<file path="config.mk">
export PLATFORM = sky130hd
export DESIGN_NAME = rx_fill_buffer
export DESIGN_NICKNAME = d
export VERILOG_FILES = /design/src/rtl/rxfb_pkg.sv /design/src/rtl/rxfb_store.sv /design/src/rtl/rxfb_idle.sv /design/src/rtl/rx_fill_buffer.sv
export SDC_FILE = /design/constraint.sdc
export NUM_CORES = 1
export LEC_CHECK = 0
export BUFFER_PORTS_ARGS = -buffer_cell sky130_fd_sc_hd__buf_2
export CAP_MARGIN = 20
export CORE_UTILIZATION = 63
export CTS_BUF_LIST = sky130_fd_sc_hd__clkbuf_8
export DETAILED_ROUTE_END_ITERATION = 16
export PLACE_DENSITY = 0.91
export SLEW_MARGIN = 30
export SYNTH_ARGS = -nofsm -noshare
export SYNTH_HDL_FRONTEND = slang
export SYNTH_HIERARCHICAL = 1
export SYNTH_SLANG_ARGS = --single-unit
</file>
<file path="constraint.sdc">
create_clock -name clk -period 4.96 [get_ports clk]
set_input_delay 0.496 -clock clk [delete_from_list [all_inputs] [get_ports clk]]
set_output_delay 0.496 -clock clk [all_outputs]
set_load 0.02 [all_outputs]
</file>
<file path="src/rtl/rxfb_pkg.sv">
package rxfb_pkg;
    typedef struct packed {
        logic parity;
        logic frame;
        logic overrun;
    } rx_err_t;

    function automatic logic err_any(input rx_err_t e);
        return e.parity | e.frame | e.overrun;
    endfunction
endpackage

</file>
<file path="src/rtl/rxfb_store.sv">
module rxfb_store #(
    parameter int DEPTH = 16,
    parameter int W     = 9,
    localparam int AW   = $clog2(DEPTH)
) (
    input  logic          clk,
    input  logic          we,
    input  logic [AW-1:0] waddr,
    input  logic [W-1:0]  wdata,
    input  logic [AW-1:0] raddr,
    output logic [W-1:0]  rdata
);
    logic [W-1:0] mem_q [DEPTH];

    always_ff @(posedge clk) begin
        if (we) mem_q[waddr] <= wdata;
    end

    assign rdata = mem_q[raddr];
endmodule

</file>
<file path="src/rtl/rxfb_idle.sv">
module rxfb_idle #(
    parameter int IDLE_TICKS = 8,
    localparam int CNTW      = $clog2(IDLE_TICKS + 2)
) (
    input  logic clk,
    input  logic rst_n,
    input  logic arm,
    input  logic tick,
    output logic timeout
);
    logic [CNTW-1:0] cnt_d, cnt_q;

    always_comb begin
        cnt_d   = '0;
        timeout = 1'b0;
        if (arm) begin
            cnt_d   = cnt_q + CNTW'(tick);
            timeout = tick && (cnt_q == CNTW'(IDLE_TICKS));
        end
    end

    always_ff @(posedge clk or negedge rst_n) begin
        if (!rst_n) cnt_q <= '0;
        else        cnt_q <= cnt_d;
    end

    AST_CNT_IDLE_ZERO: assert property (@(posedge clk) disable iff (!rst_n)
        !arm |=> (cnt_q == '0)) else $error("idle count not cleared");
endmodule

</file>
<file path="src/rtl/rx_fill_buffer.sv">
module rx_fill_buffer #(
    parameter int DEPTH      = 16,
    parameter int W          = 9,
    parameter int LVL_W      = 8,
    parameter int IDLE_TICKS = 8,
    localparam int AW        = $clog2(DEPTH),
    localparam int CW        = AW + 1,
    localparam int TW        = LVL_W + 1
) (
    input  logic             clk,
    input  logic             rst_n,
    input  logic             rx_stb,
    input  logic [W-1:0]     rx_char,
    input  logic             rx_perr,
    input  logic             rx_ferr,
    input  logic             rx_oerr,
    input  logic             baud_tick,
    input  logic             line_idle,
    input  logic             host_rd,
    output logic [W-1:0]     host_rdata,
    input  logic [LVL_W-1:0] fill_level,
    input  logic             idle_det_en,
    input  logic             buf_en_set,
    input  logic             buf_en_clr,
    input  logic             rx_int_en,
    output logic             buf_en,
    output logic             data_ready,
    output logic             rx_irq
);
    import rxfb_pkg::*;

    typedef struct packed {
        logic          en;
        logic          ready;
        logic [AW-1:0] wp;
        logic [AW-1:0] rp;
        logic [CW-1:0] cnt;
        logic [W-1:0]  rd;
    } state_t;

    state_t d, q;
    rx_err_t err_s;
    logic err_evt, rd_ok, wr_ok, arm, timeout;
    logic [W-1:0]  mem_rdata;
    logic [TW-1:0] thr, cnt_ext;

    assign err_s   = '{parity: rx_perr, frame: rx_ferr, overrun: rx_oerr};
    assign err_evt = rx_stb && err_any(err_s);
    assign rd_ok   = q.en && host_rd && (q.cnt != '0);
    assign wr_ok   = q.en && rx_stb && !err_evt && (q.cnt < CW'(DEPTH));
    assign thr     = {1'b0, fill_level} + TW'(1);

    rxfb_store #(.DEPTH(DEPTH), .W(W)) u_store (
        .clk   (clk),
        .we    (wr_ok),
        .waddr (q.wp),
        .wdata (rx_char),
        .raddr (q.rp),
        .rdata (mem_rdata)
    );

    rxfb_idle #(.IDLE_TICKS(IDLE_TICKS)) u_idle (
        .clk     (clk),
        .rst_n   (rst_n),
        .arm     (arm),
        .tick    (baud_tick),
        .timeout (timeout)
    );

    always_comb begin
        d    = q;
        d.en = (q.en || buf_en_set) && !buf_en_clr && !err_evt;
        if (rd_ok) d.rd = mem_rdata;
        arm = d.en && q.en && idle_det_en && (q.cnt != '0) && !q.ready
              && line_idle && !rd_ok && !rx_stb;
        cnt_ext = '0;
        if (!d.en) begin
            d.wp    = '0;
            d.rp    = '0;
            d.cnt   = '0;
            d.ready = 1'b0;
        end else begin
            if (wr_ok) d.wp = q.wp + AW'(1);
            if (rd_ok) d.rp = q.rp + AW'(1);
            d.cnt   = q.cnt + CW'(wr_ok) - CW'(rd_ok);
            cnt_ext = TW'(d.cnt);
            if (d.cnt == '0)          d.ready = 1'b0;
            else if (cnt_ext >= thr)  d.ready = 1'b1;
            else if (timeout)         d.ready = 1'b1;
        end
    end

    always_ff @(posedge clk or negedge rst_n) begin
        if (!rst_n) q <= '0;
        else        q <= d;
    end

    assign host_rdata = q.rd;
    assign buf_en     = q.en;
    assign data_ready = q.ready;
    assign rx_irq     = q.ready && rx_int_en;

    AST_READY_NEEDS_DATA: assert property (@(posedge clk) disable iff (!rst_n)
        q.ready |-> (q.cnt != '0)) else $error("ready with empty store");
    AST_OFF_IS_EMPTY: assert property (@(posedge clk) disable iff (!rst_n)
        !q.en |-> (q.cnt == '0 && !q.ready)) else $error("disabled but holding");
    AST_ERR_DISABLES: assert property (@(posedge clk) disable iff (!rst_n)
        (rx_stb && (rx_perr || rx_ferr || rx_oerr)) |=> !buf_en) else $error("error kept enable");
    AST_NO_OVERFLOW: assert property (@(posedge clk) disable iff (!rst_n)
        q.cnt <= CW'(DEPTH)) else $error("count above depth");
    AST_EMPTY_READ_HOLDS: assert property (@(posedge clk) disable iff (!rst_n)
        (host_rd && q.cnt == '0) |=> $stable(host_rdata)) else $error("empty read changed data");
endmodule

</file>
==> out/metrics.yaml, run 1 <==
outcome: "completed"
path_max_fanout: 13
drv_cap: 0
ys_types: 50
rows: 38
setup_viol: 0
grt_setup_unrepaired: "false"
skew_ps: 11.47
vdd_drop_max_mv: 0.2681
drive_gt1_share_pct: 24.58
cts_resized: 0
period_share_pct: 87.28
boundaryPins: 42
swShare_pct: 23.51
dp_slack_ps: 726.9
p_leak_nw: 2.808
diodes: 0
startpoint_type: "register"
yosys_warnings: 6
hold_viol: 0
path_cells: "inv_1, ha_1, or4b_1, nand3_2, inv_2, ha_1, inv_1, ha_1, fa_1, a21oi_1, o21bai_1, xnor2_1, inv_1, ha_1, o21ai_0, nor3_1, o41ai_1, a211oi_2"
worstPathArrival_ps: 4660
dr_total_vias: 3886
ant_nets: 0
p_sw_uw: 604.4
viasPerCell: 6.350
fp.dieW_um: 109.3
die-area_sq_mm: 0.01195
hpwl_mm: 8.887
antenna_found_initial: 0
gp_congestion: 0.8308
synth_cells: 418
core_region_area_sq_mm: 0.01103
fmaxAchievable_mhz: 231.0
worstPathRequired_ps: 5290
synth_edf_count: 144
die_h_um: 109.3
yosysSeqAreaShare_pct: 69.24
clk_pin_slew_worst_paths_ps: 100
cpPeakStageDelay_ps: 490
port-buffer-count: 41
synth.largest_area_cell: "edfxtp_1"
clock_latency_ps: 460
p_int_mw: 1.967
worst_pin_slew_ps: 995.0
pwr-share-comb_pct: 2.2
hold_path.class: "input pin to asynchronous set/reset pin"
start_util_pct: 65.79
gr-total-overflow: 0
ys_dominant_reg_cell: "edfxtp_1"
first_pass_iters: 5
root_buffer: "clkbuf_8"
final_common_cell: "edfxtp_1"
cts_sinks: 172
cp-end-kind: "register"
final_area_sq_mm: 0.007900
placedInstanceArea_sq_mm: 0.007483
fin_ws_ps: 630.8
fin_nets: 505
area_growth_pct: 8.862
cts_tree: "built"
synthTopCellsByArea: "edfxtp_1 (60%), dfrtp_1 (9.7%), mux4_2 (6.5%)"
grt_pass1_vias: 4000
avgRoutedWirePerCell_um: 22.14
slew_headroom_pct: 33.42
numCtsBuffers: 17
fillCellCount: 657
syn_area_sq_mm: 0.007257
crit_top_cell: "ha_1"
async_flop_share_pct: 16.28
grt_start_max_net_pins: 40
wl_mm: 13.55
syn-mean-instance-area_sq_um: 17.36
hold_buffers: 0
crit_slowest_cell: "or4b_1"
cts_setup_buffers: 0
fin_crit_ps: 4329
layout_common_cells: "edfxtp_1 (144), nand2_1 (46), buf_2 (41)"
drcViolationCount: 0
report.final.slew_viol_count: 0
htreeDepth: 4
track_usage_pct: 25.75
drt-initial-drc-count: 411
finalSetupTns_ps: 0
grt_first_pass_wirelength_mm: 21.17
powerDensity_mw_per_mm2: 325.5
p_seq_share_pct: 61.0
reg2reg_slack_ps: 630
ys_ff_latch: 172
cts.path.max_buffers: 2
clock_power_share_pct: 36.8
critPathKind: "register to register"
yosys.area.top_type_share_pct: 59.59
synth_nets: 464
-- power by group through the flow --
stage | Sequential, mW | Clock [mW] | Combinational [mW]
after floorplan | 1.60 | 0 | 0.0213
after global placement | 1.60 | 0 | 0.0537
after detailed placement | 1.60 | 0 | 0.0576
after CTS | 1.57 | 0.963 | 0.0580
after global routing | 1.57 | 1.01 | 0.0640
final | 1.57 | 0.946 | 0.0567
-- through the flow --
stage / std cells / power (mW) / hold slack (ps) / util, %
after global placement: 580 / 1.655 / 460.7 / 67.84
final: 612 / 2.571 / 40.56 / 71.62
after floorplan: 418 / 1.623 / 200.4 / -
after CTS: 612 / 2.590 / 33.78 / 71.48
after detailed placement: 580 / 1.659 / 470.7 / 67.84
after global routing: 612 / 2.645 / 78.34 / 71.62
-- critical path, delay by kind of cell, from the launching register on --
kind	cells	cell delay, ps
xor+xnor	1	250
buf+inv	4	400
compound gates	5	930
simple gates	3	830
fa+ha+maj	5	1400
flops	1	390
-- cell type report --
cell class | count | area [sq um] | share of cell area [%]
Sequential cell | 172 | 5026 | 63.62
Multi-Input combinational cell | 211 | 2017 | 25.53
Timing Repair Buffer | 45 | 235.2 | 2.978
Clock buffer | 17 | 234.0 | 2.962
Tap cell | 140 | 175.2 | 2.217
Clock inverter | 15 | 167.7 | 2.122
Inverter | 12 | 45.04 | 0.5702
-- registers in the layout (all words and copies together) (netlist names) --
name,cells
u_store/mem_q,144
q,13
host_rdata,9
u_idle/cnt_q,4
buf_en,1
data_ready,1
-- final timing paths --
path                                    start             endpoint  depth (start not counted)
worst min register to register  host_rdata[2]        host_rdata[2]                          2
worst max-delay path                    q[11]           data_ready                         18
max in group asynchronous               rst_n                q[14]                          1
min in group clk                   rx_char[0]  u_store/mem_q[6][0]                          1
worst max register to register          q[11]           data_ready                         18
worst min-delay path                    rst_n        host_rdata[6]                          1
-- synth_stat cells (all sizes together) (2+ instances only) --
cell type and instances:
nand2b 4, nand2 46, a21oi 5, nor3 8, edfxtp 144, and2 6, nand3 6, a21o 2
or3 2, dfrtp 28, xor2 6, nor2b 2, inv 12, nand4 2, buf 19, nor2 26
o21ai 2, nand3b 2, mux2i 2, ha 15, xnor2 7, clkbuf 3, a22oi 18, mux4 36
-- per-layer routing --
layer / GRT usage, % / routed length, um / vias up
li1: - / - / 1699
met1: 32.78 / 5362 / 1978
met2: 43.08 / 6868 / 175
met3: 4.327 / 901 / 34
met4: 13.52 / 418 / 0
met5: 0 / 0 / -
-- kinds of logic after synthesis --
| kind of cell | Yosys count | share of synthesized area (%) |
|---|---|---|
| AOI/OAI and AO/OA | 31 | 3.069 |
| xor gates and xnor gates | 13 | 1.569 |
| adders and majority gates | 17 | 3.000 |
| buffers and inverters | 35 | 3.310 |
| DFF | 172 | 69.24 |
| muxes | 38 | 12.22 |
| and+or+nand+nor | 112 | 7.586 |
Note: power is estimated with default switching activity, not from simulation.
==> run 2, diff against run 1 <==
CORE_UTILIZATION = 50   (was 63)
PLACE_DENSITY = 0.76   (was 0.91)
==> run 2 against run 1 <==
  * Die area increased by 26%
  * Power decreased by 3.3%
  * Routed wire length increased by 1.3%
  * Largest cell class unchanged
  * Critical path type unchanged
  * Sequential cell count unchanged
  * Cell count increased by 6.4%
  * Global-route usage decreased by 6.1 points
==> out/metrics.yaml, run 2 (synthesized netlist as in run 1, its figures left out) <==
outcome: "completed"  # unchanged
die-area_sq_mm: 0.01500  # was 0.01195 sq mm
dr_total_vias: 3799  # was 3886
rows: 43  # was 38
avgRoutedWirePerCell_um: 21.10  # was 22.14 um
numCtsBuffers: 17  # unchanged
drcViolationCount: 0  # unchanged
dp.cells: 620  # was 580
fin_crit_ps: 4182  # was 4329 ps
hold_buffers: 0  # unchanged
drive_gt1_share_pct: 24.63  # was 24.58%
start_util_pct: 51.68  # was 65.79%
hold_viol: 0  # unchanged
boundaryPins: 42  # unchanged
skew_ps: 11.42  # was 11.47 ps
gr-total-overflow: 0  # unchanged
clock_power_share_pct: 34.7  # was 36.8%
path_max_fanout: 13  # unchanged
port-buffer-count: 41  # unchanged
cts.path.max_buffers: 2  # unchanged
grt_pass1_vias: 3735  # was 4000
worstPathArrival_ps: 4500  # was 4660 ps
root_buffer: "clkbuf_8"  # unchanged
report.final.slew_viol_count: 0  # unchanged
drt-initial-drc-count: 426  # was 411
p_int_mw: 1.970  # was 1.967 mW
fp.dieW_um: 122.5  # was 109.3 um
first_pass_iters: 5  # unchanged
multi_input_area_sq_mm: 0.002044  # was 0.002017 sq mm
p_seq_share_pct: 63.1  # was 61.0%
seqCellArea_sq_mm: 0.005026  # unchanged
cts_sinks: 172  # unchanged
htreeDepth: 4  # unchanged
final_cell_count_no_fill: 651  # was 612
layout_common_cells: "edfxtp_1 (144), nand2_1 (46), buf_2 (41)"  # unchanged
regMostFlops: "u_store/mem_q"  # unchanged
wl_mm: 13.73  # was 13.55 mm
finalSetupTns_ps: 0  # unchanged
cts_tree: "built"  # unchanged
p_leak_nw: 2.781  # was 2.808 nW
cp-end-kind: "register"  # unchanged
viasPerCell: 5.836  # was 6.350
cts_setup_buffers: 0  # unchanged
diodes: 0  # unchanged
critPathKind: "register to register"  # unchanged
powerDensity_mw_per_mm2: 314.1  # was 325.5 mW/mm^2
cts_resized: 0  # unchanged
die_h_um: 122.5  # was 109.3 um
area_growth_pct: 9.086  # was 8.862%
track_usage_pct: 19.67  # was 25.75%
pwr-share-comb_pct: 2.3  # was 2.2%
fmaxAchievable_mhz: 239.1  # was 231.0 MHz
hpwl_mm: 8.788  # was 8.887 mm
slew_headroom_pct: 34.27  # was 33.42%
worstPathRequired_ps: 5280  # was 5290 ps
hold_path.class: "input pin to asynchronous set/reset pin"  # unchanged
final_common_cell: "edfxtp_1"  # unchanged
swShare_pct: 20.79  # was 23.51%
largest_register_ffs: 144  # unchanged
grt_setup_unrepaired: "false"  # unchanged
drv_cap: 0  # unchanged
antenna_found_initial: 0  # unchanged
clk_pin_slew_worst_paths_ps: 80  # was 100 ps
core_region_area_sq_mm: 0.01404  # was 0.01103 sq mm
gp_congestion: 0.7792  # was 0.8308
grt_start_max_net_pins: 40  # unchanged
startpoint_type: "register"  # unchanged
clock_latency_ps: 450  # was 460 ps
worst_pin_slew_ps: 982.4  # was 995.0 ps
fillCellCount: 1036  # was 657
ant_nets: 0  # unchanged
fin_nets: 505  # unchanged
setup_viol: 0  # unchanged
p_sw_uw: 516.9  # was 604.4 uW
vdd_drop_max_mv: 0.2516  # was 0.2681 mV
period_share_pct: 84.31  # was 87.28%
grt_first_pass_wirelength_mm: 20.76  # was 21.17 mm
-- run 2: cell count changes in the layout (fill, tap and decap cells not counted), moves of 3 or more --
cell      delta
clkinv_4     -3
clkinv_2     +5
inv_8        -3
clkinv_8     -3
-- run 2: final timing paths --
kind | start | to | slack [ps] | depth (start not counted)
setup / recovery | q[11] | data_ready | 780 | 18
hold / removal | rst_n | data_ready | 60 | 1
setup reg to reg | q[11] | data_ready | 780 | 18
hold reg to reg | host_rdata[1] | host_rdata[1] | 480 | 2
max in group asynchronous | rst_n | q[14] | 4430 | 1
min in group clk | rx_char[4] | u_store/mem_q[7][4] | 410 | 1
-- run 2: per-stage QoR --
stage	util [%]	power (mW)	hold slack, ps	worst slack [ps]	cell area, sq um
6_report	56.38	2.487	64.04	778.3	7916
5_1_grt	56.38	2.564	85.76	495.2	7916
4_1_cts	56.36	2.504	64.77	761.8	7914
3_5_place_dp	53.93	1.658	463.1	775.8	7574
3_3_place_gp	53.72	1.655	457.5	969.8	7543
2_1_floorplan	-	1.623	200.4	1162	7257
-- run 2: critical path, cell delays in order, from the launching register on --
cell and delay [ps]:
dfrtp_1 390, inv_1 100, ha_1 160, or4b_1 480
nand3_2 230, inv_2 160, ha_1 300, inv_1 40
ha_1 190, fa_1 410, a21oi_1 160, o21bai_1 90
xnor2_1 240, inv_1 70, ha_1 280, o21ai_0 220
nor3_1 80, o41ai_1 380, a211oi_2 60
-- run 2: per-layer routing --
| layer | GRT usage (%) | part of all wire [%] | vias up |
|---|---|---|---|
| li1 | - | - | 1696 |
| met1 | 26.05 | 41 | 1902 |
| met2 | 30.65 | 48 | 172 |
| met3 | 6.180 | 9.0 | 29 |
| met4 | 7.165 | 2.5 | 0 |
| met5 | 0 | 0 | - |
-- run 2: power groups by stage --
stage | clock [mW] | sequential [mW] | combinational [mW]
after floorplan | 0 | 1.60 | 0.0213
after global placement | 0 | 1.60 | 0.0533
after detailed placement | 0 | 1.60 | 0.0570
after CTS | 0.878 | 1.57 | 0.0572
after global routing | 0.932 | 1.57 | 0.0630
final | 0.862 | 1.57 | 0.0561
-- run 2: cell type report --
class,instances,area share (%)
clock buffer,17,2.956
clock inverter,14,1.343
inverter,12,0.5690
multi-input combinational,211,25.83
sequential,172,63.49
tap,180,2.845
timing repair buffer,45,2.971
